File: src/rtl/ep_irq_pkg.sv
package ep_irq_pkg;

  typedef enum logic [1:0] {
    SEL_FLAGS  = 2'd0,
    SEL_ENABLE = 2'd1,
    SEL_VOID   = 2'd2,
    SEL_RSVD   = 2'd3
  } reg_sel_e;

  function automatic int tx_bit(input int ep);
    return 2 * ep;
  endfunction

  function automatic int rx_bit(input int ep);
    return 2 * ep + 1;
  endfunction

endpackage

File: src/rtl/ep_rst_sync.sv
module ep_rst_sync (
  input  logic clk,
  input  logic rst_n,
  output logic rst_n_sync
);

  logic meta_q;
  logic sync_q;

  always_ff @(posedge clk or negedge rst_n) begin
    if (!rst_n) begin
      meta_q <= 1'b0;
      sync_q <= 1'b0;
    end else begin
      meta_q <= 1'b1;
      sync_q <= meta_q;
    end
  end

  assign rst_n_sync = sync_q;

endmodule

File: src/rtl/ep_done_slice.sv
module ep_done_slice (
  input  logic clk,
  input  logic rst_n,
  input  logic ep_iso,
  input  logic nak_rpt_en,
  input  logic rx_evt,
  input  logic tx_evt,
  input  logic nak_evt,
  input  logic flag_we,
  input  logic wr_rx,
  input  logic wr_tx,
  input  logic void_we,
  input  logic wr_void,
  output logic rx_flag,
  output logic tx_flag,
  output logic tx_void
);

  logic rx_q, tx_q, void_q;
  logic rx_n, tx_n, void_n;
  logic rx_ce, tx_ce, void_ce;
  logic rx_set, tx_set, void_set, void_hold;

  // next-state
  always_comb begin
    rx_set    = rx_evt & ~ep_iso;
    tx_set    = tx_evt & ~ep_iso;
    void_set  = nak_evt & nak_rpt_en;
    void_hold = void_q & nak_rpt_en;

    rx_ce   = flag_we | rx_set;
    tx_ce   = flag_we | tx_set | void_set | void_hold;
    void_ce = void_we | void_set;

    rx_n   = (flag_we ? wr_rx : rx_q) | rx_set;
    tx_n   = (flag_we ? wr_tx : tx_q) | tx_set | void_set | void_hold;
    void_n = ((void_we && !wr_void) ? 1'b0 : void_q) | void_set;
  end

  // registers
  always_ff @(posedge clk or negedge rst_n) begin
    if (!rst_n) begin
      rx_q   <= 1'b0;
      tx_q   <= 1'b0;
      void_q <= 1'b0;
    end else begin
      if (rx_ce)   rx_q   <= rx_n;
      if (tx_ce)   tx_q   <= tx_n;
      if (void_ce) void_q <= void_n;
    end
  end

  assign rx_flag = rx_q;
  assign tx_flag = tx_q;
  assign tx_void = void_q;


  rx_keep_chk: assert property (@(posedge clk) disable iff (!rst_n)
    rx_q && !flag_we |=> rx_q);


  iso_block_chk: assert property (@(posedge clk) disable iff (!rst_n)
    ep_iso && !flag_we && !rx_q |=> !rx_q);


  rx_set_chk: assert property (@(posedge clk) disable iff (!rst_n)
    rx_evt && !ep_iso |=> rx_q);


  void_set_chk: assert property (@(posedge clk) disable iff (!rst_n)
    nak_evt && nak_rpt_en |=> (void_q && tx_q));


  void_hold_chk: assert property (@(posedge clk) disable iff (!rst_n)
    void_q && nak_rpt_en |=> tx_q);

endmodule

File: src/rtl/ep_irq_merge.sv
module ep_irq_merge #(
  parameter int W = 8
) (
  input  logic         clk,
  input  logic         rst_n,
  input  logic [W-1:0] flags,
  input  logic [W-1:0] enables,
  output logic         irq
);

  logic irq_q;
  logic irq_n;

  always_comb begin
    irq_n = |(flags & enables);
  end

  always_ff @(posedge clk or negedge rst_n) begin
    if (!rst_n) irq_q <= 1'b0;
    else        irq_q <= irq_n;
  end

  assign irq = irq_q;


  irq_rise_chk: assert property (@(posedge clk) disable iff (!rst_n)
    (|(flags & enables)) |=> irq_q);


  irq_fall_chk: assert property (@(posedge clk) disable iff (!rst_n)
    !(|(flags & enables)) |=> !irq_q);

endmodule

File: src/rtl/ep_done_irq.sv
module ep_done_irq
  import ep_irq_pkg::*;
#(
  parameter int NUM_EP = 4,
  localparam int DW = 2 * NUM_EP
) (
  input  logic              clk,
  input  logic              rst_n,
  input  logic [NUM_EP-1:0] ep_iso,
  input  logic [NUM_EP-1:0] nak_rpt_en,
  input  logic [NUM_EP-1:0] rx_done,
  input  logic [NUM_EP-1:0] tx_done,
  input  logic [NUM_EP-1:0] in_nak_empty,
  input  logic              wr_en,
  input  logic [1:0]        wr_addr,
  input  logic [DW-1:0]     wr_data,
  input  logic [1:0]        rd_addr,
  output logic [DW-1:0]     rd_data,
  output logic              irq
);

  logic              rst_n_s;
  logic [DW-1:0]     flags;
  logic [DW-1:0]     en_q;
  logic [DW-1:0]     en_n;
  logic              en_ce;
  logic [NUM_EP-1:0] void_bits;
  logic              flag_we;
  logic              void_we;
  logic              unused_hi;

  ep_rst_sync u_rst (
    .clk        (clk),
    .rst_n      (rst_n),
    .rst_n_sync (rst_n_s)
  );

  always_comb begin
    flag_we = wr_en && (reg_sel_e'(wr_addr) == SEL_FLAGS);
    void_we = wr_en && (reg_sel_e'(wr_addr) == SEL_VOID);
    en_ce   = wr_en && (reg_sel_e'(wr_addr) == SEL_ENABLE);
    en_n    = wr_data;
  end

  assign unused_hi = ^wr_data[DW-1:NUM_EP];

  always_ff @(posedge clk or negedge rst_n_s) begin
    if (!rst_n_s)   en_q <= '0;
    else if (en_ce) en_q <= en_n;
  end

  for (genvar g = 0; g < NUM_EP; g++) begin : g_ep
    ep_done_slice u_slice (
      .clk        (clk),
      .rst_n      (rst_n_s),
      .ep_iso     (ep_iso[g]),
      .nak_rpt_en (nak_rpt_en[g]),
      .rx_evt     (rx_done[g]),
      .tx_evt     (tx_done[g]),
      .nak_evt    (in_nak_empty[g]),
      .flag_we    (flag_we),
      .wr_rx      (wr_data[rx_bit(g)]),
      .wr_tx      (wr_data[tx_bit(g)]),
      .void_we    (void_we),
      .wr_void    (wr_data[g]),
      .rx_flag    (flags[rx_bit(g)]),
      .tx_flag    (flags[tx_bit(g)]),
      .tx_void    (void_bits[g])
    );
  end

  always_comb begin
    unique case (reg_sel_e'(rd_addr))
      SEL_FLAGS:  rd_data = flags;
      SEL_ENABLE: rd_data = en_q;
      SEL_VOID:   rd_data = {{(DW-NUM_EP){1'b0}}, void_bits};
      default:    rd_data = '0;
    endcase
  end

  ep_irq_merge #(.W(DW)) u_irq (
    .clk     (clk),
    .rst_n   (rst_n_s),
    .flags   (flags),
    .enables (en_q),
    .irq     (irq)
  );

endmodule

File: config.mk
export PLATFORM = sky130hd
export DESIGN_NAME = ep_done_irq
export DESIGN_NICKNAME = d
export VERILOG_FILES = /design/src/rtl/ep_irq_pkg.sv /design/src/rtl/ep_rst_sync.sv /design/src/rtl/ep_done_slice.sv /design/src/rtl/ep_irq_merge.sv /design/src/rtl/ep_done_irq.sv
export SDC_FILE = /design/constraint.sdc
export NUM_CORES = 1
export LEC_CHECK = 0
export BUFFER_PORTS_ARGS = -buffer_cell sky130_fd_sc_hd__buf_2
export CORE_ASPECT_RATIO = 1.25
export CORE_MARGIN = 1.5
export CORE_UTILIZATION = 44
export DETAILED_ROUTE_END_ITERATION = 8
export HOLD_SLACK_MARGIN = 0.05
export PLACE_DENSITY = 0.74
export SYNTH_ARGS = -nofsm -noshare
export SYNTH_HDL_FRONTEND = slang
export SYNTH_SLANG_ARGS = --single-unit
File: constraint.sdc
create_clock -name clk -period 0.9 [get_ports clk]
set_clock_uncertainty 0.15 [all_clocks]
set_input_delay 0.135 -clock clk [delete_from_list [all_inputs] [get_ports clk]]
set_output_delay 0.135 -clock clk [all_outputs]
set_load 0.02 [all_outputs]
==> flow_summary.ini, run 1 <==
[routing]
drcViolationCount = 0
route.detailed.wl_per_inst_um = 19.2
detail_route.first_pass.iterations = 4
ant_nets = 0
drtIter0Drc = 52
num_vias = 1283
vias_per_cell = 5.60
drt_wl_total_mm = 4.40

[critical_path]
end_kind = primary output
crit_path_max_incr_delay_ns = 0.44
cpMaxStageDelayCell = dfrtp_1
worstPathMaxFanout = 2
r2r_setup_slack_ns = -0.39
crit_arrival_ns = 1.20
worst-endpoint-required_ns = 0.61
worstSetupStartpointType = flop
setup.worst_path.class = flop to primary output
critical_path.cell_chain = mux2i_2 -> o2bb2ai_2 -> buf_6

[sta]
grt_setup_unrepaired = true
setup-tns-final_ns = -7.75
fraction_of_the_cycle_the_final_worst_path_needs_pct = 165
post-route-worst-setup-slack_ns = -0.585
final_hold_vio_count = 19
fin_crit_ns = 1.49
setup_viol = 28
slew_viol_final = 0
fmax_mhz = 673
worst_hold_slack_ns = -0.105

[yosys]
synth_cell_type_count = 22
ys_seq_elements = 23
synth.cell_area_sq_um = 1240
avgSynthCellArea_sq_um = 11.9
synthCells = 105
synth.yosys.seq_area_share_pct = 46.2
synth_fp_nets = 140
yosysWarnings = 0

[placed_design]
dpl-instance-area_sq_um = 1710
dp_hpwl_mm = 2.45
numPortBuffers = 43
routabilityCongestion = 0.827
pre_cts_slack_ns = -0.307

[clock_network]
number_of_buffers_between_clock_root_and_the_deepest_sink = 2
path_clk_slew_ns = 0.13
holdBufCountCts = 7
tritoncts_clock_tree = built
worstSkewPairLatency_ns = 0.31
clock_sink_count = 23
root_buffer_selected_by_cts = clkbuf_4
cts_inserted_buffers = 3
number_of_h_tree_levels = 1

[layout]
final_cell_area_sq_um = 2200
post_route_cells_drive_above_1_share_pct = 67.2
finalCoreUtilization_pct = 82.2
area_delta_synth_final_pct = 76.9
nNetsFinal = 231
antenna_cells = 0

[power]
power.leakage_nw = 1.05
vdd.ir_drop.worst_mv = 1.01
power.density_nw_per_um2 = 1380

[global_routing]
grt_pass1_vias = 1320
grt_antenna_before_repair = 0
grt_max_degree = 22
grt_first_pass_wirelength_mm = 6.48
grt_use_total_pct = 27.2
globalRoute.totalOverflow = 0

[die]
floorplan.die_area_sq_um = 3160
core-area_sq_um = 2680
initial_utilization_pct = 46.5
chipWidth_um = 50.6
fp.dieH_um = 62.5
io_pins = 44
placement_rows = 21

[outcome]
outcome = finished with violations
failed_checks = hold timing, setup timing

[hold_path]
hold_path.class = input pin to flop

[job]
max-cap-violations = 0
[worst paths after layout]
kind | startpoint | to | depth (start not counted)
min reg2reg | u_rst.rst_n_sync | g_ep[3].u_slice.tx_void | 1
max in group asynchronous | rst_n | u_rst.rst_n_sync | 3
max reg2reg | en_q[3] | en_q[3] | 4
min in group asynchronous | u_rst.rst_n_sync | g_ep[3].u_slice.tx_void | 1
min | ep_iso[1] | g_ep[1].u_slice.rx_flag | 2
max | g_ep[1].u_slice.rx_flag | rd_data[3] | 3
[through the flow]
| step | total power [mW] | instances |
|---|---|---|
| CTS | 2.87 | 222 |
| detailed placement | 2.02 | 196 |
| floorplan | 1.72 | 105 |
| finish | 3.04 | 229 |
| global placement | 1.99 | 196 |
| global route | 3.16 | 229 |
[layout make-up]
| type | count | area [sq um] |
|---|---|---|
| multi-input combinational | 65 | 762 |
| fill | 148 | 478 |
| inverter | 12 | 47.5 |
| tap | 34 | 42.5 |
| clock inverter | 1 | 5.00 |
| clock buffer | 3 | 22.5 |
| sequential | 23 | 578 |
| timing repair buffer | 91 | 744 |
[cells by family after synthesis]
| logic type | after synthesis | share of synthesized area, % |
|---|---|---|
| AO/OA/AOI/OAI | 24 | 15.3 |
| buffers and inverters | 17 | 6.33 |
| flip-flops | 23 | 46.2 |
| multiplexers | 16 | 13.7 |
| other | 1 | 0.301 |
| AND/OR/NAND/NOR | 24 | 18.2 |
[worst max-delay path: cells and delay by family (launching register included)]
kind / cells / cell delay, ns
buf+inv: 1 / 0.13
compound gates: 1 / 0.10
flops: 1 / 0.44
mux: 1 / 0.22
[power breakdown]
part | switching [mW] | internal [mW]
combinational | 0.524 | 0.769
clock | 0.321 | 0.166
sequential | 0.109 | 1.15
total | 0.954 | 2.09
[layer usage]
layer  vias up  part of all wire, %  GRT usage [%]
li1        581                    -              -
met1       630                   41           35.3
met2        57                   51           47.0
met3        15                  4.8           2.39
met4         0                  3.2           8.78
met5         -                    0              0
[flip-flops by register name, indices dropped and copies added (netlist names)]
| name | count |
|---|---|
| en_q | 8 |
| g_ep.u_slice.rx_flag | 4 |
| g_ep.u_slice.tx_flag | 4 |
| g_ep.u_slice.tx_void | 4 |
| u_irq.irq | 1 |
| u_rst.meta_q | 1 |
| u_rst.rst_n_sync | 1 |
[placed cells by master, fill, tap and decap left out, types with 2 or more instances in the layout]
cell	synthesis	routed
a22o_1	4	4
dfrtp_1	23	21
dlygate4sd3_1	0	7
buf_2	2	34
o2111ai_2	0	3
mux2_4	0	8
nand4bb_1	12	12
buf_4	1	18
o2bb2ai_2	0	3
o221ai_2	0	4
mux2i_1	8	6
nor2_2	0	4
a22oi_2	0	4
mux2i_2	0	2
nand2b_1	4	4
clkbuf_4	0	3
dfrtp_2	0	2
buf_6	1	31
inv_2	0	6
inv_1	12	5
o21ai_1	0	2
[cell usage after synthesis]
cell type,count,area share [%]
dfrtp_1,23,46
inv_1,12,3.6
nand4bb_1,12,11
mux2_2,8,7.2
mux2i_1,8,6.4
a22o_1,4,2.8
a22oi_1,4,2.4
nand2b_1,4,2.0
nor2_1,4,1.2
o2111ai_1,4,2.8
o21ai_0,4,1.6
o221ai_1,4,2.8
o2bb2ai_1,4,2.8
buf_2,2,0.80
buf_4,1,0.60
buf_6,1,0.90
clkbuf_2,1,0.40
conb_1,1,0.30
nand3b_4,1,1.6
nand4_1,1,0.50
nor2b_1,1,0.50
nor3b_4,1,1.5
[what timing repair did]
| action | 4_1_cts | 5_1_grt |
|---|---|---|
| pin swaps | 6 | 5 |
| endpoints found under the hold margin | 22 | 20 |
| setup endpoints to repair | 23 | 30 |
| buffers inserted | 17 | 12 |
| resized for setup | 56 | 17 |
No activity file was read; power rests on OpenSTA's default activity.
==> inputs of run 2 (changes only) <==
Settings changed: SKIP_CTS_REPAIR_TIMING set to 1.
==> run 2 against run 1 <==
Compared with the run above:
- wire length fell by 23%
- core utilization fell by 8.4 points
- largest cell class unchanged
- combinational power is 23% lower
- die area unchanged
- flip-flop and latch count unchanged
- first-iteration DRC count fell by 54%
- clock power increased by 1%
- the flow still finishes with violations (hold timing, setup timing)
- non-clock buffer count is 16 lower
- critical path type unchanged
- highest routed layer unchanged
==> flow_summary.ini, run 2 (synthesis gave the netlist of run 1 again) <==
[routing]
wl_met2_mm = 1.78
met3WireLength_um = 132
drcViolationCount = 0
detail_route.first_pass.iterations = 4
routed.top_layer = met4
route.detailed.wl_per_inst_um = 15.9
vias_per_cell = 5.47
ant_nets = 0
num_vias = 1165
drtIter0Drc = 24
drt_wl_total_mm = 3.40
met1_length_mm = 1.43

[placed_design]
pre_cts_slack_ns = -0.307
dp_hpwl_mm = 2.45
placedCellCount = 196
numPortBuffers = 43
routabilityCongestion = 0.827

[critical_path]
end_kind = primary output
cpLargestDelayFamily = flip-flops
cpMaxStageDelayCell = dfrtp_1
crit_arrival_ns = 1.15
worstSetupStartpointType = flop
critical_path.n_buffers_inverters = 1
worstPathMaxFanout = 3
crit_path_max_incr_delay_ns = 0.43
critical_path.cell_chain = mux2i_1 -> o2bb2ai_2 -> buf_6
worst-endpoint-required_ns = 0.61
setup.worst_path.class = flop to primary output

[die]
floorplan.die_area_sq_um = 3160
placement_rows = 21
core-area_sq_um = 2680
io_pins = 44
initial_utilization_pct = 46.5
chipWidth_um = 50.6
fp.dieH_um = 62.5

[global_routing]
grt_first_pass_wirelength_mm = 4.97
grt_antenna_before_repair = 0
grt_use_total_pct = 20.6
grt_max_degree = 22
grt_pass1_vias = 1039
globalRoute.totalOverflow = 0

[layout]
layout_commonest_cell = buf_2
largest-register = en_q
layout.cells.most_common_list = 34 x buf_2, 21 x dfrtp_1, 20 x buf_4
largest_register_ffs = 8
final_std_cells_w_o_fill = 213
n_fill_cell = 202
post_route_cells_drive_above_1_share_pct = 60.9
area_delta_synth_final_pct = 58.9
multi_input_comb_area_sq_um = 721
nNetsFinal = 215
antenna_cells = 0
register_area_sq_um = 578

[clock_network]
number_of_buffers_between_clock_root_and_the_deepest_sink = 2
worstSkewPairLatency_ns = 0.31
tritoncts_clock_tree = built
number_of_h_tree_levels = 1
root_buffer_selected_by_cts = clkbuf_4
path_clk_slew_ns = 0.13
clock_sink_count = 23
cts_inserted_buffers = 3

[power]
share_comb_of_total_power_pct = 36.2
power_frac_clock_pct = 17.8
vdd.ir_drop.worst_mv = 0.900
power.leakage_nw = 0.971
seq_power_share_pct = 46.0
power.density_nw_per_um2 = 1390
p_switching_uw = 838
power.share.switching_pct = 30.4
internal_power_mw = 1.92

[outcome]
outcome = finished with violations
failed_checks = hold timing, setup timing

[sta]
grt_setup_unrepaired = true
fin_crit_ns = 1.44
final_hold_vio_count = 22
slew_viol_final = 0
worst_hold_slack_ns = -0.120
fraction_of_the_cycle_the_final_worst_path_needs_pct = 160
fmax_mhz = 695
post-route-worst-setup-slack_ns = -0.539
setup-tns-final_ns = -6.38
setup_viol = 25

[hold_path]
hold_path.class = input pin to flop

[job]
max-cap-violations = 0
## run 2: cell types whose count changed in the layout (fill, tap and decap cells not counted), moves of 2 or more
cell	previous run	this run
inv_2	6	1
o21ai_2	1	3
a22oi_2	4	1
buf_6	31	19
inv_1	5	11
dlygate4sd3_1	7	1
o2111ai_2	3	1
buf_4	18	20
a22oi_1	0	3
o2111ai_1	1	3
## run 2: worst reg2reg max path, stage by stage, from the launching register on
cell and delay [ns]:
dfrtp_1 0.42, buf_4 0.14, buf_4 0.13, a22oi_2 0.10, nand4_1 0.11
## run 2: power by group through the flow
stage | Clock, mW | Combinational, mW | Sequential, mW
floorplan | 0 | 0.457 | 1.26
global placement | 0 | 0.720 | 1.27
detailed placement | 0 | 0.740 | 1.28
CTS | 0.498 | 0.743 | 1.26
global route | 0.546 | 1.06 | 1.28
finish | 0.492 | 0.998 | 1.27
## run 2: layout make-up
cell class              count  share of cell area, %
well taps                  34                   2.15
clock buffers               3                   1.14
clock inverters             1                  0.253
inverters                  12                   2.28
flip-flops and latches     23                   29.2
multi-input cells          65                   36.4
repair buffers             75                   28.5
## run 2: final timing paths
| kind | startpoint | end | slack, ns | cells past startpoint |
|---|---|---|---|---|
| min in group asynchronous | rst_n | u_rst.meta_q | -0.04 | 2 |
| max in group asynchronous | u_rst.rst_n_sync | g_ep[1].u_slice.tx_void | 0.39 | 1 |
| hold reg to reg | u_rst.rst_n_sync | g_ep[3].u_slice.tx_void | 0.06 | 1 |
| setup / recovery | en_q[3] | rd_data[3] | -0.54 | 3 |
| setup reg to reg | g_ep[0].u_slice.rx_flag | u_irq.irq | -0.28 | 4 |
| hold / removal | tx_done[0] | g_ep[0].u_slice.tx_flag | -0.12 | 3 |
## run 2: per-layer routing
metal / up-vias / track usage [%]
met4: 0 / 6.08
met2: 32 / 33.6
met5: - / 0
met3: 8 / 2.15
met1: 578 / 28.8
li1: 547 / -
## run 2: through the flow
step	cell area, sq um	power, mW	hold slack (ns)	util, %
3_3_place_gp	1710	1.99	-0.230	63.9
5_1_grt	1980	2.89	-0.106	73.8
2_1_floorplan	1380	1.72	-0.311	-
6_report	1980	2.76	-0.120	73.8
3_5_place_dp	1710	2.02	-0.230	63.9
4_1_cts	1740	2.50	-0.585	64.9
==> inputs of run 3 (changes only) <==
Settings changed: BUFFER_PORTS_ARGS -buffer_cell sky130_fd_sc_hd__buf_2 to unset, CORE_UTILIZATION 44 to 51, DONT_BUFFER_PORTS set to 1, PLACE_DENSITY 0.74 to 0.68, SETUP_SLACK_MARGIN set to 0.02.
==> run 3 against run 2 <==
Compared with the run above:
- register-to-register slack better by 0.04 ns
- combinational power fell by 16%
- worst setup slack better by 0.0015 ns
- the flow still finishes with violations (hold timing, setup timing)
- critical path depth shrank 1
- largest power group unchanged
- final area fell by 4.6%
- global-route usage rose by 2.1 points
- final cell count fell by 14%
- via count down 7.5%
- die area shrank 13%
- maximum frequency up 0.11%
- first-iteration DRC count is 13% higher
==> flow_summary.ini, run 3 (synthesis gave the netlist of run 1 again) <==
[layout]
register_area_sq_um = 578
layout_commonest_cell = dlygate4sd3_1
largest-register = en_q
largest_register_ffs = 8
area_delta_synth_final_pct = 51.6
nNetsFinal = 188
multi_input_comb_area_sq_um = 731
final_cell_area_sq_um = 1890
n_fill_cell = 122
antenna_cells = 0
layout.cells.most_common_list = 30 x dlygate4sd3_1, 21 x dfrtp_1, 13 x buf_4
post_route_cells_drive_above_1_share_pct = 36.8

[critical_path]
worstPathMaxFanout = 3
worstSetupStartpoint = en_q[2]
worst-r2r-cell-count = 3
r2r-start = en_q[5]
cp-endpoint = rd_data[2]
worstSetupStartpointType = flop
r2r_setup_slack_ns = -0.24
end_kind = primary output
setup.worst_path.class = flop to primary output
worst-endpoint-required_ns = 0.61
crit_arrival_ns = 1.15
critical_path.reg2reg.endpoint = u_irq.irq

[die]
fp.dieH_um = 58.2
core-area_sq_um = 2260
floorplan.die_area_sq_um = 2750
placement_rows = 19
chipWidth_um = 47.2
initial_utilization_pct = 55.1
io_pins = 44

[global_routing]
grt_first_pass_wirelength_mm = 4.44
grt_antenna_before_repair = 0
grt.met3_usage_pct = 4.36
globalRoute.totalOverflow = 0
grt_use_total_pct = 22.7
most_used_routing_layer_in_global_routing = met2
gr-usage-met2_pct = 35.6
grt_pass1_vias = 903
grt_max_degree = 22
groute.layer.met1.usage_pct = 32.9

[routing]
drtIter0Drc = 27
ant_nets = 0
route.detailed.wl_per_inst_um = 20.2
vias_per_cell = 5.89
detail_route.first_pass.iterations = 4
drcViolationCount = 0
drt_wl_total_mm = 3.70
num_vias = 1078

[placed_design]
routabilityCongestion = 0.797
dp_hpwl_mm = 2.08
dpl-instance-area_sq_um = 1380
numPortBuffers = 0
pre_cts_slack_ns = -0.221

[power]
power.density_nw_per_um2 = 1380
power.leakage_nw = 0.830
report.power.total_mw = 2.61
vdd.ir_drop.worst_mv = 1.13

[job]
max-cap-violations = 0

[clock_network]
number_of_h_tree_levels = 1
number_of_buffers_between_clock_root_and_the_deepest_sink = 2
tritoncts_clock_tree = built
worstSkewPairLatency_ns = 0.31
root_buffer_selected_by_cts = clkbuf_4
clock_sink_count = 23
cts_inserted_buffers = 3
path_clk_slew_ns = 0.13

[sta]
worst_hold_slack_ns = -0.137
setup_viol = 27
fraction_of_the_cycle_the_final_worst_path_needs_pct = 160
fmax_mhz = 696
grt_setup_unrepaired = true
post-route-worst-setup-slack_ns = -0.537
fin_crit_ns = 1.44
slew_viol_final = 0
final_hold_vio_count = 12

[outcome]
outcome = finished with violations
failed_checks = hold timing, setup timing

[hold_path]
hold_path.class = input pin to flop
worst_hold_startpoint = wr_en
-- run 3: per-layer routing --
metal | vias up | wire [um]
met1 | 537 | 1550
met3 | 2 | 197
met4 | 0 | 29
met2 | 45 | 1920
met5 | - | 0
li1 | 494 | -
-- run 3: worst max-delay path: stages, from the launching register on --
cell and delay [ns]:
dfrtp_1 0.41, mux2i_1 0.12, o2bb2ai_2 0.32
-- run 3: per-stage QoR --
step           TNS [ns]  utilization (%)  cells
3_3_place_gp      -1.78             61.2    135
4_1_cts           -4.78             62.3    139
3_5_place_dp      -2.11             61.2    135
2_1_floorplan     -1.36                -    105
6_report          -5.82             83.5    183
5_1_grt           -6.60             83.5    183
-- run 3: how the worst min path moves through the flow --
stage                              endpoint  cells after the start
floorplan                      u_rst.meta_q                      0
global placement               u_rst.meta_q                      0
detailed placement             u_rst.meta_q                      0
CTS                            u_rst.meta_q                      0
global route        g_ep[1].u_slice.tx_flag                      2
finish              g_ep[1].u_slice.tx_flag                      2
-- run 3: layout make-up --
class,instances,area share (%)
Sequential cell,23,30.6
Multi-Input combinational cell,65,38.7
Tap cell,31,2.06
Timing Repair Buffer,48,24.5
Clock buffer,4,1.39
Inverter,12,2.65
-- run 3: power breakdown --
group / internal [mW] / switching [mW]
registers: 1.15 / 0.121
logic: 0.505 / 0.335
clock network: 0.173 / 0.324
total: 1.83 / 0.780
